`src/rtl/serframe_pkg.sv`:
```
`timescale 1ns/1ps
package serframe_pkg;

  parameter int WORD_W = 32;
  parameter int LEN_W  = $clog2(WORD_W) + 1;

  typedef enum logic [1:0] {
    ST_IDLE  = 2'd0,
    ST_DELAY = 2'd1,
    ST_DATA  = 2'd2
  } rxState_t;

  // strobes from framing control to the datapath, one cycle each
  typedef struct packed {
    logic shiftEn;     // take sdIn into the shift register
    logic shiftClr;    // this bit opens a new element
    logic elemDone;    // this bit closes the element
    logic syncErrSet;  // unexpected frame sync seen
  } rxCtl_t;

  function automatic logic [LEN_W-1:0] elemBits(input logic [2:0] code);
    case (code)
      3'd0:    return LEN_W'(8);
      3'd1:    return LEN_W'(12);
      3'd2:    return LEN_W'(16);
      3'd3:    return LEN_W'(20);
      3'd4:    return LEN_W'(24);
      default: return LEN_W'(32);
    endcase
  endfunction

endpackage

```
`src/rtl/serframe_ctrl.sv`:
```
`timescale 1ns/1ps
module serframe_ctrl
  import serframe_pkg::*;
#(
  parameter int CNT_W = 7
) (
  input  logic             clk,
  input  logic             rst,
  input  logic             bitEn,
  input  logic             fsIn,
  input  logic             twoPhase,
  input  logic [CNT_W-1:0] cnt1,
  input  logic [CNT_W-1:0] cnt2,
  input  logic [2:0]       len1,
  input  logic [2:0]       len2,
  input  logic [1:0]       dataDelay,
  input  logic             ignoreFs,
  output rxCtl_t           ctl
);

  localparam int IDX_W = LEN_W - 1;

  rxState_t         state;
  logic [1:0]       dlyCnt;
  logic [IDX_W-1:0] bitIdx;
  logic [CNT_W-1:0] elemIdx;
  logic             inPhase2;
  logic             pend;
  logic             fsPrev;

  logic [1:0]       effDly;
  logic [LEN_W-1:0] curLen;
  logic [CNT_W-1:0] curCnt;
  logic             fsEdge, busy, sampling, lastBit, lastElem;
  logic             frameLast, frameNextLast, boundary, unexpected, startNow;

  always_comb begin
    effDly        = (dataDelay == 2'd3) ? 2'd2 : dataDelay;
    curLen        = elemBits(inPhase2 ? len2 : len1);
    curCnt        = inPhase2 ? cnt2 : cnt1;
    fsEdge        = bitEn && fsIn && !fsPrev;
    busy          = (state != ST_IDLE);
    sampling      = bitEn && ((state == ST_DATA) ||
                              ((state == ST_DELAY) && (dlyCnt == 2'd0)));
    lastBit       = ({1'b0, bitIdx} == (curLen - LEN_W'(1)));
    lastElem      = (elemIdx == curCnt) && (inPhase2 || !twoPhase);
    frameLast     = sampling && lastBit && lastElem;
    frameNextLast = sampling && ({1'b0, bitIdx} == (curLen - LEN_W'(2))) && lastElem;
    boundary      = fsEdge && busy &&
                    (((effDly == 2'd1) && frameLast) ||
                     ((effDly == 2'd2) && frameNextLast));
    unexpected    = fsEdge && busy && !boundary && !ignoreFs;
    startNow      = fsEdge && (!busy || unexpected);
  end

  always_comb begin
    ctl = '0;
    if (startNow) begin
      ctl.syncErrSet = unexpected;
      if (effDly == 2'd0) begin
        ctl.shiftEn  = 1'b1;
        ctl.shiftClr = 1'b1;
      end
    end else if (sampling) begin
      ctl.shiftEn  = 1'b1;
      ctl.shiftClr = (bitIdx == '0);
      ctl.elemDone = lastBit;
    end
  end

  always_ff @(posedge clk) begin
    if (rst) begin
      state    <= ST_IDLE;
      dlyCnt   <= '0;
      bitIdx   <= '0;
      elemIdx  <= '0;
      inPhase2 <= 1'b0;
      pend     <= 1'b0;
      fsPrev   <= 1'b0;
    end else begin
      if (bitEn) fsPrev <= fsIn;
      if (startNow) begin
        inPhase2 <= 1'b0;
        elemIdx  <= '0;
        pend     <= 1'b0;
        if (effDly == 2'd0) begin
          state  <= ST_DATA;
          bitIdx <= IDX_W'(1);
        end else begin
          state  <= ST_DELAY;
          dlyCnt <= effDly - 2'd1;
          bitIdx <= '0;
        end
      end else if (sampling) begin
        state <= ST_DATA;
        if (boundary && (effDly == 2'd2)) pend <= 1'b1;
        if (lastBit) begin
          bitIdx <= '0;
          if (elemIdx == curCnt) begin
            elemIdx <= '0;
            if (!inPhase2 && twoPhase) begin
              inPhase2 <= 1'b1;
            end else begin
              inPhase2 <= 1'b0;
              if (pend || boundary) begin
                state  <= ST_DELAY;
                dlyCnt <= 2'd0;
                pend   <= 1'b0;
              end else begin
                state <= ST_IDLE;
              end
            end
          end else begin
            elemIdx <= elemIdx + CNT_W'(1);
          end
        end else begin
          bitIdx <= bitIdx + IDX_W'(1);
        end
      end else if (bitEn && (state == ST_DELAY)) begin
        dlyCnt <= dlyCnt - 2'd1;
      end
    end
  end

endmodule

```
`src/rtl/serframe_dp.sv`:
```
`timescale 1ns/1ps
module serframe_dp
  import serframe_pkg::*;
(
  input  logic              clk,
  input  logic              rst,
  input  logic              sdIn,
  input  logic              rdStrobe,
  input  rxCtl_t            ctl,
  output logic [WORD_W-1:0] rdData,
  output logic              ready,
  output logic              full,
  output logic              syncErr
);

  logic [WORD_W-2:0] shiftReg;
  logic [WORD_W-1:0] nextWord;
  logic [WORD_W-1:0] bufReg;
  logic [WORD_W-1:0] dataReg;
  logic              bufValid;
  logic              moveBuf, bufFree, accept, overrun;

  always_comb begin
    nextWord = ctl.shiftClr ? {{(WORD_W-1){1'b0}}, sdIn} : {shiftReg, sdIn};
    moveBuf  = bufValid && !ready;
    bufFree  = !bufValid || !ready;
    accept   = ctl.elemDone && bufFree;
    overrun  = ctl.elemDone && !bufFree;
  end

  always_ff @(posedge clk) begin
    if (rst) begin
      shiftReg <= '0;
      bufReg   <= '0;
      dataReg  <= '0;
      bufValid <= 1'b0;
      ready    <= 1'b0;
      full     <= 1'b0;
      syncErr  <= 1'b0;
    end else begin
      if (ctl.shiftEn) shiftReg <= nextWord[WORD_W-2:0];

      if (moveBuf) begin
        dataReg <= bufReg;
        ready   <= 1'b1;
      end else if (rdStrobe) begin
        ready <= 1'b0;
      end

      if (accept) begin
        bufReg   <= nextWord;
        bufValid <= 1'b1;
      end else if (moveBuf) begin
        bufValid <= 1'b0;
      end

      if (overrun)                full <= 1'b1;
      else if (rdStrobe && ready) full <= 1'b0;

      if (ctl.syncErrSet) syncErr <= 1'b1;
    end
  end

  assign rdData = dataReg;

endmodule

```
`src/rtl/serframe_rx.sv`:
```
`timescale 1ns/1ps
module serframe_rx
  import serframe_pkg::*;
#(
  parameter int CNT_W = 7
) (
  input  logic              clk,
  input  logic              rst,
  input  logic              bitEn,
  input  logic              sdIn,
  input  logic              fsIn,
  input  logic              rdStrobe,
  input  logic              twoPhase,
  input  logic [CNT_W-1:0]  cnt1,
  input  logic [CNT_W-1:0]  cnt2,
  input  logic [2:0]        len1,
  input  logic [2:0]        len2,
  input  logic [1:0]        dataDelay,
  input  logic              ignoreFs,
  output logic [WORD_W-1:0] rdData,
  output logic              ready,
  output logic              full,
  output logic              syncErr
);

  rxCtl_t ctl;

  serframe_ctrl #(.CNT_W(CNT_W)) u_ctrl (
    .clk       (clk),
    .rst       (rst),
    .bitEn     (bitEn),
    .fsIn      (fsIn),
    .twoPhase  (twoPhase),
    .cnt1      (cnt1),
    .cnt2      (cnt2),
    .len1      (len1),
    .len2      (len2),
    .dataDelay (dataDelay),
    .ignoreFs  (ignoreFs),
    .ctl       (ctl)
  );

  serframe_dp u_dp (
    .clk      (clk),
    .rst      (rst),
    .sdIn     (sdIn),
    .rdStrobe (rdStrobe),
    .ctl      (ctl),
    .rdData   (rdData),
    .ready    (ready),
    .full     (full),
    .syncErr  (syncErr)
  );

endmodule

```
`config.mk`:
```
export PLATFORM = sky130hd
export DESIGN_NAME = serframe_rx
export DESIGN_NICKNAME = d
export VERILOG_FILES = /design/src/rtl/serframe_pkg.sv /design/src/rtl/serframe_ctrl.sv /design/src/rtl/serframe_dp.sv /design/src/rtl/serframe_rx.sv
export SDC_FILE = /design/constraint.sdc
export NUM_CORES = 1
export LEC_CHECK = 0
export BUFFER_PORTS_ARGS = -buffer_cell sky130_fd_sc_hd__buf_2
export CORE_ASPECT_RATIO = 1.25
export CORE_UTILIZATION = 55
export CTS_CLUSTER_DIAMETER = 150
export DETAILED_ROUTE_END_ITERATION = 8
export PLACE_DENSITY = 0.77
export RECOVER_POWER = 100
export SYNTH_ARGS = -nofsm -noshare
export SYNTH_HDL_FRONTEND = slang
export SYNTH_SLANG_ARGS = --single-unit
export TNS_END_PERCENT = 50
```
`constraint.sdc`:
```
create_clock -name clk -period 4.6 [get_ports clk]
set_clock_uncertainty 0.1 [all_clocks]
set_input_delay 0.92 -clock clk [delete_from_list [all_inputs] [get_ports clk]]
set_output_delay 0.92 -clock clk [all_outputs]
set_load 0.01 [all_outputs]
```
==> flow_summary.json <==
{
  "status": "finished, violations left",
  "violations": "capacitance limit, slew limit",
  "die_y_um": 106,
  "power.net_switching_mw": 0.510,
  "vdd_drop_max_v": 0.000292,
  "max_slew_margin_pct": -66.6,
  "synthesis.nets": 557,
  "cp_data_arrival_time_ns": 4.33,
  "tightest_slew_ns": 2.50,
  "yosysSeqAreaShare_pct": 49.4,
  "cts.sink_count": 118,
  "finalHoldViolCount": 0,
  "p_comb_share_pct": 4.5,
  "p_per_area_nw_per_um2": 419,
  "design_area_um2": 5620,
  "place_area_um2": 5150,
  "clock.fmax_mhz": 247,
  "grt_max_degree": 59,
  "dpl.hpwl_um": 6720,
  "cts_hold_buf": 0,
  "synth_flop_cell": "dfxtp_1",
  "yosysTopAreaCellShare_pct": 49.4,
  "crit_type": "primary input to flip-flop",
  "clk_latency_ns": 0.50,
  "diodes": 0,
  "seqPwrFrac_pct": 44.0,
  "nets": 610,
  "clockBufferDepth": 2,
  "setup_tns_ns": 0,
  "dr.pass1.iters": 5,
  "post_cts_resized": 0,
  "routed_wl_um": 10500,
  "gr-total-overflow": 0,
  "syn_inst": 521,
  "synthArstFlopShare_pct": 0,
  "syn_avg_cell_area_um2": 9.18,
  "finalMaxSlewViolations": 92,
  "initialDrtViolationCount": 163,
  "rsz0062_at_grt": "false",
  "grt_antenna_before_repair": 0,
  "route.detailed.drc": 0,
  "synth.distinct_cells": 52,
  "io_pins": 65,
  "rows": 37,
  "grt_pass1_wl_um": 17300,
  "yosysTopAreaCell": "dfxtp_1",
  "ant_nets": 0,
  "endpoint_kind": "flip-flop",
  "hold_path_class": "flip-flop to flip-flop",
  "cts_buffers": 17,
  "startpoint": "len2[1]",
  "p_sw_share_pct": 21.7,
  "coreArea_um2": 8330,
  "synth_area_um2": 4780,
  "setup_viol": 0,
  "holdCritStartpoint": "u_dp.syncErr$_SDFFE_PP0P_",
  "die_area_um2": 9070,
  "htree_num_levels": 4,
  "ys_ff_latch": 118,
  "critPathMaxFanout": 31,
  "route.detailed.wl_per_inst_um": 15.3,
  "start_util_pct": 57.4,
  "area_growth_pct": 17.6,
  "synthTopCellsByCount": "dfxtp_1 (118), nand2_1 (76), nor2_1 (50)",
  "die_w_um": 85.4,
  "leakage_nw": 2.01,
  "internal_power_mw": 1.84,
  "fin_crit_ns": 4.05,
  "cts_tree": "yes",
  "portBuffers": 64,
  "grt_usage_pct": 24.2,
  "clk_pin_slew_ns": 0.06,
  "required_ns": 4.88,
  "routed_via_density": 5.91,
  "synthTopCellsByArea": "dfxtp_1 (49%), nand2_1 (6.0%), a32oi_1 (5.9%)",
  "clockRootBuffer": "clkbuf_8",
  "grt_pass1_vias": 3811,
  "postCtsSetupBuffers": 0,
  "vias": 4045,
  "maxCapViolCount": 2,
  "final.period_utilization_pct": 88.0,
  "cp-start-kind": "primary input",
  "r2r-start": "u_ctrl.inPhase2$_SDFFE_PP0P_",
  "gp_congestion": 0.918,
  "synth_edf_count": 0,
  "yosysMostFrequentCell": "dfxtp_1",
  "drive_gt1_share_pct": 12.4,
  "yosysWarningCount": 0,
  "power.share.clock_pct": 51.5
}
==> critical path, cell delays in order <==
cell       delay, ns
buf_2           0.09
mux2_1          0.34
o21bai_1        0.17
ha_1            0.29
xnor2_1         0.15
or3b_2          0.47
a211oi_1        0.29
o2111ai_1       0.34
a2111oi_2       0.59
nor2_2          0.35
a22o_1          0.33
==> routing by layer <==
layer,GRT usage (%),part of all wire [%],up-vias
li1,-,-,1984
met2,41.9,51,133
met5,0,0,-
met4,9.88,1.9,0
met3,7.38,5.3,21
met1,27.8,42,1907
==> cells in the final DEF, fill, tap and decap left out, drive strengths merged, types with 3 or more instances in the layout <==
cell type / Yosys / routed
dfxtp: 118 / 118
a22o: 31 / 31
or3: 5 / 5
mux2i: 12 / 12
inv: 12 / 12
clkinv: 0 / 6
nand2b: 4 / 4
nand4: 5 / 5
o211a: 3 / 3
a211oi: 3 / 3
xnor2: 13 / 13
o21a: 3 / 3
nand3: 7 / 7
xor2: 4 / 4
ha: 6 / 6
nor2b: 3 / 3
nor2: 50 / 50
a21oi: 45 / 45
nand2: 76 / 76
mux2: 3 / 3
a32oi: 32 / 32
nor3: 6 / 6
o21ai: 11 / 11
clkbuf: 29 / 62
buf: 11 / 34
==> sequential cells by signal, summed over array words and instances (netlist names) <==
signal	flops
u_dp.bufReg	32
u_dp.rdData	32
u_dp.shiftReg	31
u_ctrl.elemIdx	7
u_ctrl.bitIdx	5
u_ctrl.dlyCnt	2
u_ctrl.state	2
u_ctrl.fsPrev	1
u_ctrl.inPhase2	1
u_ctrl.pend	1
u_dp.bufValid	1
u_dp.full	1
u_dp.ready	1
u_dp.syncErr	1
==> power by group through the flow <==
stage / Sequential, mW / Clock [mW] / Combinational (mW)
2_1_floorplan: 1.05 / 0 / 0.0735
3_3_place_gp: 1.06 / 0 / 0.104
5_1_grt: 1.04 / 1.27 / 0.117
4_1_cts: 1.03 / 1.23 / 0.108
3_5_place_dp: 1.06 / 0 / 0.106
6_report: 1.04 / 1.21 / 0.106
==> through the flow <==
step	std cells	util [%]	hold WS [ns]	setup slack (ns)	power, mW
final	684	67.4	0.342	0.554	2.35
after global routing	684	67.4	0.359	0.232	2.43
after CTS	684	68.3	0.342	0.727	2.37
after detailed placement	652	61.8	0.333	0.282	1.16
after global placement	652	61.8	0.332	0.408	1.16
after floorplan	521	-	0.331	0.703	1.13
==> final timing paths <==
kind                                   to  slack, ns  cells after the start
min reg2reg     u_dp.syncErr$_SDFFE_PP0P_       0.34                      2
min             u_dp.syncErr$_SDFFE_PP0P_       0.34                      2
max          u_dp.bufReg[14]$_SDFFE_PP0P_       0.55                     11
max reg2reg  u_dp.bufReg[14]$_SDFFE_PP0P_       0.56                     10
==> area by class of cell <==
type                       count  area (um2)
tap                           97         121
fill                         684        2710
sequential                   118        2360
clock inverter                10         105
inverter                      12        45.0
clock buffer                  22         443
multi-input combinational    351        2200
timing repair buffer          74         339
==> kinds of logic after synthesis <==
| kind of cell | Yosys count | share of synthesized area [%] |
|---|---|---|
| simple gates | 168 | 15.9 |
| flops | 118 | 49.4 |
| mux | 15 | 3.22 |
| xor+xnor | 17 | 3.11 |
| compound gates | 145 | 22.4 |
| fa+ha+maj | 6 | 1.57 |
| buf+inv | 52 | 4.45 |
Power figures use the tool's default switching activity.
